==> config.mk <==
export PLATFORM = sky130hd
export DESIGN_NAME = lsu_lane_aligner
export DESIGN_NICKNAME = d
export VERILOG_FILES = /design/src/rtl/lsu_lane_pkg.sv /design/src/rtl/lsu_store_lanes.sv /design/src/rtl/lsu_load_extract.sv /design/src/rtl/lsu_split_seq.sv /design/src/rtl/lsu_lane_aligner.sv
export SDC_FILE = /design/constraint.sdc
export NUM_CORES = 1
export LEC_CHECK = 0
export ABC_AREA = 1
export BUFFER_PORTS_ARGS = -buffer_cell sky130_fd_sc_hd__buf_4
export CAP_MARGIN = 20
export CORE_MARGIN = 2
export CORE_UTILIZATION = 40
export CTS_BUF_LIST = sky130_fd_sc_hd__clkbuf_4
export CTS_CLUSTER_DIAMETER = 150
export DETAILED_ROUTE_END_ITERATION = 12
export GPL_TIMING_DRIVEN = 0
export PLACE_DENSITY_LB_ADDON = 0.08
export SETUP_SLACK_MARGIN = 0.5
export SLEW_MARGIN = 25
export SYNTH_ARGS = -nofsm -noshare
export SYNTH_HDL_FRONTEND = slang
export SYNTH_HIERARCHICAL = 1
export SYNTH_SLANG_ARGS = --single-unit
==> constraint.sdc <==
create_clock -name clk -period 1.8 [get_ports clk]
set_input_delay 0.18 -clock clk [delete_from_list [all_inputs] [get_ports clk]]
set_output_delay 0.18 -clock clk [all_outputs]
set_load 0.1 [all_outputs]
==> src/rtl/lsu_lane_pkg.sv <==
package lsu_lane_pkg;
  localparam int DW    = 32;
  localparam int LANES = DW / 8;
  localparam int OFFW  = $clog2(LANES);

  typedef enum logic [1:0] {
    SZ_BYTE = 2'd0,
    SZ_HALF = 2'd1,
    SZ_WORD = 2'd2,
    SZ_RSVD = 2'd3
  } acc_size_e;

  typedef enum logic [1:0] {
    SQ_IDLE   = 2'd0,
    SQ_SECOND = 2'd1,
    SQ_FINISH = 2'd2
  } split_st_e;
endpackage

==> src/rtl/lsu_store_lanes.sv <==
module lsu_store_lanes
  import lsu_lane_pkg::*;
(
  input  logic [1:0]      size_i,
  input  logic [OFFW-1:0] off_i,
  input  logic [DW-1:0]   data_i,
  output logic [LANES-1:0] be_o,
  output logic [DW-1:0]   wdata_o
);
  logic is_word;
  logic is_half;
  assign is_word = size_i[1];
  assign is_half = (size_i == SZ_HALF);

  for (genvar g = 0; g < LANES; g++) begin : g_lane
    always_comb begin
      if (is_word) begin
        be_o[g]            = 1'b1;
        wdata_o[8*g +: 8]  = data_i[8*g +: 8];
      end else if (is_half) begin
        be_o[g]            = ((g / 2) == int'(off_i[1]));
        wdata_o[8*g +: 8]  = data_i[8*(g % 2) +: 8];
      end else begin
        be_o[g]            = (int'(off_i) == g);
        wdata_o[8*g +: 8]  = data_i[7:0];
      end
    end
  end
endmodule

==> src/rtl/lsu_load_extract.sv <==
module lsu_load_extract
  import lsu_lane_pkg::*;
(
  input  logic [DW-1:0]   rdata_i,
  input  logic [DW-1:0]   hold_i,
  input  logic            merge_i,
  input  logic [OFFW-1:0] off_i,
  input  logic [1:0]      size_i,
  input  logic            sgn_i,
  output logic [DW-1:0]   data_o
);
  logic [2*DW-1:0] pair;
  logic [DW-1:0]   merged;
  logic [DW-1:0]   lane;
  logic [OFFW+2:0] sh;

  always_comb begin
    sh     = {off_i, 3'b000};
    pair   = {rdata_i, hold_i};
    merged = DW'(pair >> sh);
    lane   = rdata_i >> sh;
    if (merge_i) begin
      data_o = merged;
    end else if (size_i[1]) begin
      data_o = rdata_i;
    end else if (size_i == SZ_HALF) begin
      data_o = {{(DW-16){sgn_i & lane[15]}}, lane[15:0]};
    end else begin
      data_o = {{(DW-8){sgn_i & lane[7]}}, lane[7:0]};
    end
  end
endmodule

==> src/rtl/lsu_split_seq.sv <==
module lsu_split_seq
  import lsu_lane_pkg::*;
(
  input  logic          clk,
  input  logic          rst_n,
  input  logic          start_i,
  input  logic [DW-1:0] rdata_i,
  output logic          busy_o,
  output logic          second_o,
  output logic          finish_o,
  output logic [DW-1:0] hold_o
);
  split_st_e st_q, st_d;
  logic      hold_en;

  always_comb begin
    st_d = st_q;
    case (st_q)
      SQ_IDLE:   if (start_i) st_d = SQ_SECOND;
      SQ_SECOND: st_d = SQ_FINISH;
      default:   st_d = SQ_IDLE;
    endcase
  end

  assign hold_en  = (st_q == SQ_SECOND);
  assign busy_o   = (st_q != SQ_IDLE);
  assign second_o = (st_q == SQ_SECOND);
  assign finish_o = (st_q == SQ_FINISH);

  always_ff @(posedge clk or negedge rst_n) begin
    if (!rst_n) st_q <= SQ_IDLE;
    else        st_q <= st_d;
  end

  always_ff @(posedge clk or negedge rst_n) begin
    if (!rst_n)       hold_o <= '0;
    else if (hold_en) hold_o <= rdata_i;
  end

  // the split sequence spans exactly two cycles
  a_r8_second_then_finish: assert property (@(posedge clk) disable iff (!rst_n)
    (st_q == SQ_SECOND) |=> (st_q == SQ_FINISH));
  a_r8_finish_then_idle: assert property (@(posedge clk) disable iff (!rst_n)
    (st_q == SQ_FINISH) |=> (st_q == SQ_IDLE));
endmodule

==> src/rtl/lsu_lane_aligner.sv <==
module lsu_lane_aligner
  import lsu_lane_pkg::*;
#(
  parameter int AW = 32
) (
  input  logic          clk,
  input  logic          rst_n,
  input  logic          req_valid,
  input  logic          req_store,
  input  logic [1:0]    req_size,
  input  logic          req_signed,
  input  logic [AW-1:0] req_addr,
  input  logic [31:0]   st_data,
  output logic          mem_en,
  output logic          mem_we,
  output logic [AW-1:0] mem_addr,
  output logic [3:0]    mem_be,
  output logic [31:0]   mem_wdata,
  input  logic [31:0]   mem_rdata,
  output logic          ld_valid,
  output logic [31:0]   ld_data,
  output logic          misalign_err,
  output logic          busy
);
  localparam logic [AW-1:0] WSTEP = AW'(LANES);

  logic            accept, mis_half, mis_word, go, split, ld_pend_d;
  logic            seq_second, seq_finish;
  logic [DW-1:0]   hold;
  logic [LANES-1:0] st_be;
  logic [DW-1:0]   st_wdata;
  logic [AW-1:0]   base_addr;

  logic [AW-1:0]   addr_q;
  logic [OFFW-1:0] off_q;
  logic [1:0]      size_q;
  logic            sgn_q;
  logic            ld_pend_q;

  // request decode
  always_comb begin
    accept       = req_valid && !busy;
    mis_half     = (req_size == SZ_HALF) && req_addr[0];
    mis_word     = req_size[1] && (req_addr[OFFW-1:0] != '0);
    misalign_err = accept && (mis_half || (mis_word && req_store));
    go           = accept && !misalign_err;
    split        = go && !req_store && mis_word;
    ld_pend_d    = go && !req_store && !mis_word;
    base_addr    = {req_addr[AW-1:OFFW], {OFFW{1'b0}}};
  end

  // memory side
  always_comb begin
    mem_en    = go || seq_second;
    mem_we    = go && req_store;
    mem_addr  = seq_second ? (addr_q + WSTEP) : base_addr;
    mem_be    = mem_we ? st_be : '1;
    mem_wdata = st_wdata;
  end

  lsu_store_lanes u_st (
    .size_i (req_size),
    .off_i  (req_addr[OFFW-1:0]),
    .data_i (st_data),
    .be_o   (st_be),
    .wdata_o(st_wdata)
  );

  lsu_split_seq u_seq (
    .clk     (clk),
    .rst_n   (rst_n),
    .start_i (split),
    .rdata_i (mem_rdata),
    .busy_o  (busy),
    .second_o(seq_second),
    .finish_o(seq_finish),
    .hold_o  (hold)
  );

  // request attributes, loaded under clock enable
  always_ff @(posedge clk or negedge rst_n) begin
    if (!rst_n) begin
      addr_q <= '0;
      off_q  <= '0;
      size_q <= '0;
      sgn_q  <= 1'b0;
    end else if (go) begin
      addr_q <= base_addr;
      off_q  <= req_addr[OFFW-1:0];
      size_q <= req_size;
      sgn_q  <= req_signed;
    end
  end

  always_ff @(posedge clk or negedge rst_n) begin
    if (!rst_n) ld_pend_q <= 1'b0;
    else        ld_pend_q <= ld_pend_d;
  end

  lsu_load_extract u_ld (
    .rdata_i(mem_rdata),
    .hold_i (hold),
    .merge_i(seq_finish),
    .off_i  (off_q),
    .size_i (size_q),
    .sgn_i  (sgn_q),
    .data_o (ld_data)
  );

  assign ld_valid = ld_pend_q || seq_finish;

  // a refused access starts no memory cycle
  a_r6_err_no_access: assert property (@(posedge clk) disable iff (!rst_n)
    misalign_err |-> !mem_en);
  // write strobes are one, two or four lanes
  a_r5_be_shape: assert property (@(posedge clk) disable iff (!rst_n)
    (mem_en && mem_we) |-> ($countones(mem_be) == 1 || mem_be == 4'b0011 ||
                            mem_be == 4'b1100 || mem_be == 4'b1111));
  // every load result follows a read one cycle earlier
  a_r9_valid_after_read: assert property (@(posedge clk) disable iff (!rst_n)
    ld_valid |-> $past(mem_en && !mem_we));
  // the second read of a split is the next word
  a_r7_next_word: assert property (@(posedge clk) disable iff (!rst_n)
    seq_second |-> (mem_addr == $past(mem_addr) + WSTEP));
  // no write can start while busy
  a_r8_no_write_busy: assert property (@(posedge clk) disable iff (!rst_n)
    busy |-> !mem_we);
endmodule

==> out/qor.yml <==
outcome: "complete, but fails checks"
violations: "setup timing"
core_um2: 16000
finalSetupViolCount: 86
drt_iter0_drc: 871
cts_root_buf: "clkbuf_4"
clkTransAtPathRegs_ns: 0.17
slew_violations: 0
ys_ff_latch: 70
min_path_type: "in -> reg"
place_congestion: 0.957
syn_area_um2: 6580
vdd_drop_max_mv: 0.648
relSlewSlack_pct: 35.9
dieArea_um2: 17500
die_x_um: 132
numCtsBuffers: 9
routed_wl_mm: 34.5
cpPeakStageDelay_ns: 0.48
chipHeight_um: 132
clock_latency_ns: 0.46
worstSetupPathType: "reg -> out"
final_area_um2: 12600
grt_overflow_total: 0
start_util_pct: 41.1
powerDensity_nw_per_um2: 877
async_flop_share_pct: 100
min_period_ns: 2.46
ios: 208
multi_input_area_um2: 5360
h-tree-depth: 3
setup.worst_path.end_class: "output port"
dp_cells: 1538
cts_tree: "yes"
grt_start_max_net_pins: 71
final_common_cell: "nand2_1"
first_global_vias: 8570
leakagePower_uw: 0.00613
rsz0062_at_grt: "yes"
area_growth_pct: 92.1
path_cells: "nand2_1, nor2_1, nand2_1, nor2_4, nand2_1, nand2_1, nand3_2, nand2_4, buf_12"
hold_slack_ns: 0.00525
start_kind: "flip-flop"
clock.fmax_mhz: 407
crit_top_cell: "nand2_1"
portBuffers: 205
fin_nets: 1553
placed_area_um2: 9240
cp_max_fo: 5
cp.arrival_ns: 2.28
slowest_stage: "dfrtp_1"
yosysUniqueCellTypes: 41
grt_antenna_before_repair: 0
maxCapViolCount: 0
dr_total_vias: 9517
yosysSeqAreaShare_pct: 26.6
clkSinkCount: 70
fin_cells: 1669
final_cell_mix: "nand2_1, buf_4, nand3_1"
yosysWarnings: 6
ant_nets: 0
required_ns: 1.62
hold_viol_final: 0
fill_cells: 1073
viasPerCell: 5.70
drcViolationCount: 0
avgSynthCellArea_um2: 5.90
worst-slew-pin-transition_ns: 0.961
clockBufferDepth: 2
crit_family: "simple AND/OR/NAND/NOR gates"
drive_gt1_share_pct: 48.3
seq_area_um2: 1760
wl_per_cell_um: 20.7
cp_num_buf_inv: 1
diodes: 0
rows: 46
skew_ns: 0.0332
grt_pass1_wl_mm: 45.2
track_usage_pct: 32.8
synth_cells: 1116
ys.flop_type: "dfrtp_1"
finalWorstSetupSlack_ns: -0.660
synth-edff-count: 0
hpwlAfterDp_mm: 20.4
period_share_pct: 137
dr.pass1.iters: 6
==> final timing paths <==
kind                                  start          endpoint  slack, ns  cells past startpoint
setup / recovery                 addr_q[14]      mem_addr[21]      -0.66                      9
hold / removal                mem_rdata[11]  u_seq/hold_o[11]      0.005                      3
setup reg to reg              u_seq/st_q[0]     u_seq/st_q[0]      -0.14                     13
hold reg to reg            u_seq/hold_o[17]  u_seq/hold_o[17]       0.49                      2
max in group asynchronous             rst_n        addr_q[18]       0.69                      2
min in group asynchronous             rst_n   u_seq/hold_o[4]       0.39                      2
==> worst reg2reg max path, delay by kind of cell (launching register included) <==
| kind | cells | cell delay [ns] |
|---|---|---|
| buffers and inverters | 7 | 0.77 |
| DFF | 1 | 0.39 |
| and+or+nand+nor | 6 | 0.74 |
==> what timing repair did <==
action	in CTS	in global routing
endpoints found under the setup margin	108	122
hold endpoints to repair	100	1
buffers inserted	34	40
hold buffers	31	1
gates cloned	6	4
resized for setup	334	218
pin swaps	33	50
==> metal layers <==
metal	up-vias	wire length [um]	global-route usage, %
met3	219	2760	5.07
met1	4454	11800	38.7
met5	-	0	0
li1	4190	-	-
met4	0	2580	18.3
met2	654	17400	56.8
==> layout make-up <==
class	instances	share of cell area, %
multi-input cells	871	42.4
repair buffers	321	29.6
flip-flops and latches	70	13.9
plain buffers	73	7.05
inverters	103	3.91
well taps	216	2.14
clock buffers	9	0.534
clock inverters	6	0.505
==> Yosys cell counts (10+ instances only) <==
| cell | count | area share, % |
|---|---|---|
| nand2_1 | 487 | 28 |
| nand3_1 | 132 | 10 |
| inv_1 | 94 | 5.4 |
| dfrtp_1 | 70 | 27 |
| o21ai_0 | 55 | 4.2 |
| a21oi_1 | 47 | 3.6 |
| nor2_1 | 45 | 2.6 |
| buf_4 | 23 | 2.6 |
| clkbuf_1 | 21 | 1.2 |
| o21ai_1 | 18 | 1.4 |
| buf_2 | 16 | 1.2 |
| nand3_2 | 12 | 1.8 |
| o211ai_1 | 12 | 1.4 |
| buf_6 | 10 | 1.7 |
==> through the flow <==
| step | power, uW | setup WS (ns) | util, % | TNS [ns] |
|---|---|---|---|---|
| 2_1_floorplan | 6670 | -0.255 | - | -2.56 |
| 3_3_place_gp | 7990 | -0.474 | 57.7 | -14.85 |
| 3_5_place_dp | 8030 | -0.468 | 57.7 | -14.67 |
| 4_1_cts | 10200 | -0.520 | 71.4 | -29.08 |
| 5_1_grt | 11500 | -0.733 | 79.0 | -40.00 |
| 6_report | 11100 | -0.660 | 79.0 | -33.43 |
==> state kept, by name, indices dropped and copies added (netlist names) <==
signal        flops
u_seq/st_q        2
u_seq/hold_o     32
addr_q           30
ld_pend_q         1
size_q            2
off_q             2
sgn_q             1
==> logic make-up after synthesis <==
kind of cell / Yosys count / synth area share, %
and+or+nand+nor: 718 / 47.3
buffers and inverters: 176 / 13.2
AOI/OAI and AO/OA: 144 / 11.9
DFF: 70 / 26.6
xor gates and xnor gates: 6 / 0.798
adders and majority gates: 1 / 0.190
other: 1 / 0.0570
==> where the power goes <==
part	leakage, uW	internal (uW)	switching (uW)	total (uW)
clock network	0.0000678	413	682	1090
logic	0.00521	2750	4950	7710
registers	0.000858	1890	393	2280
total	0.00613	5060	6030	11100
Power figures use the tool's default switching activity.
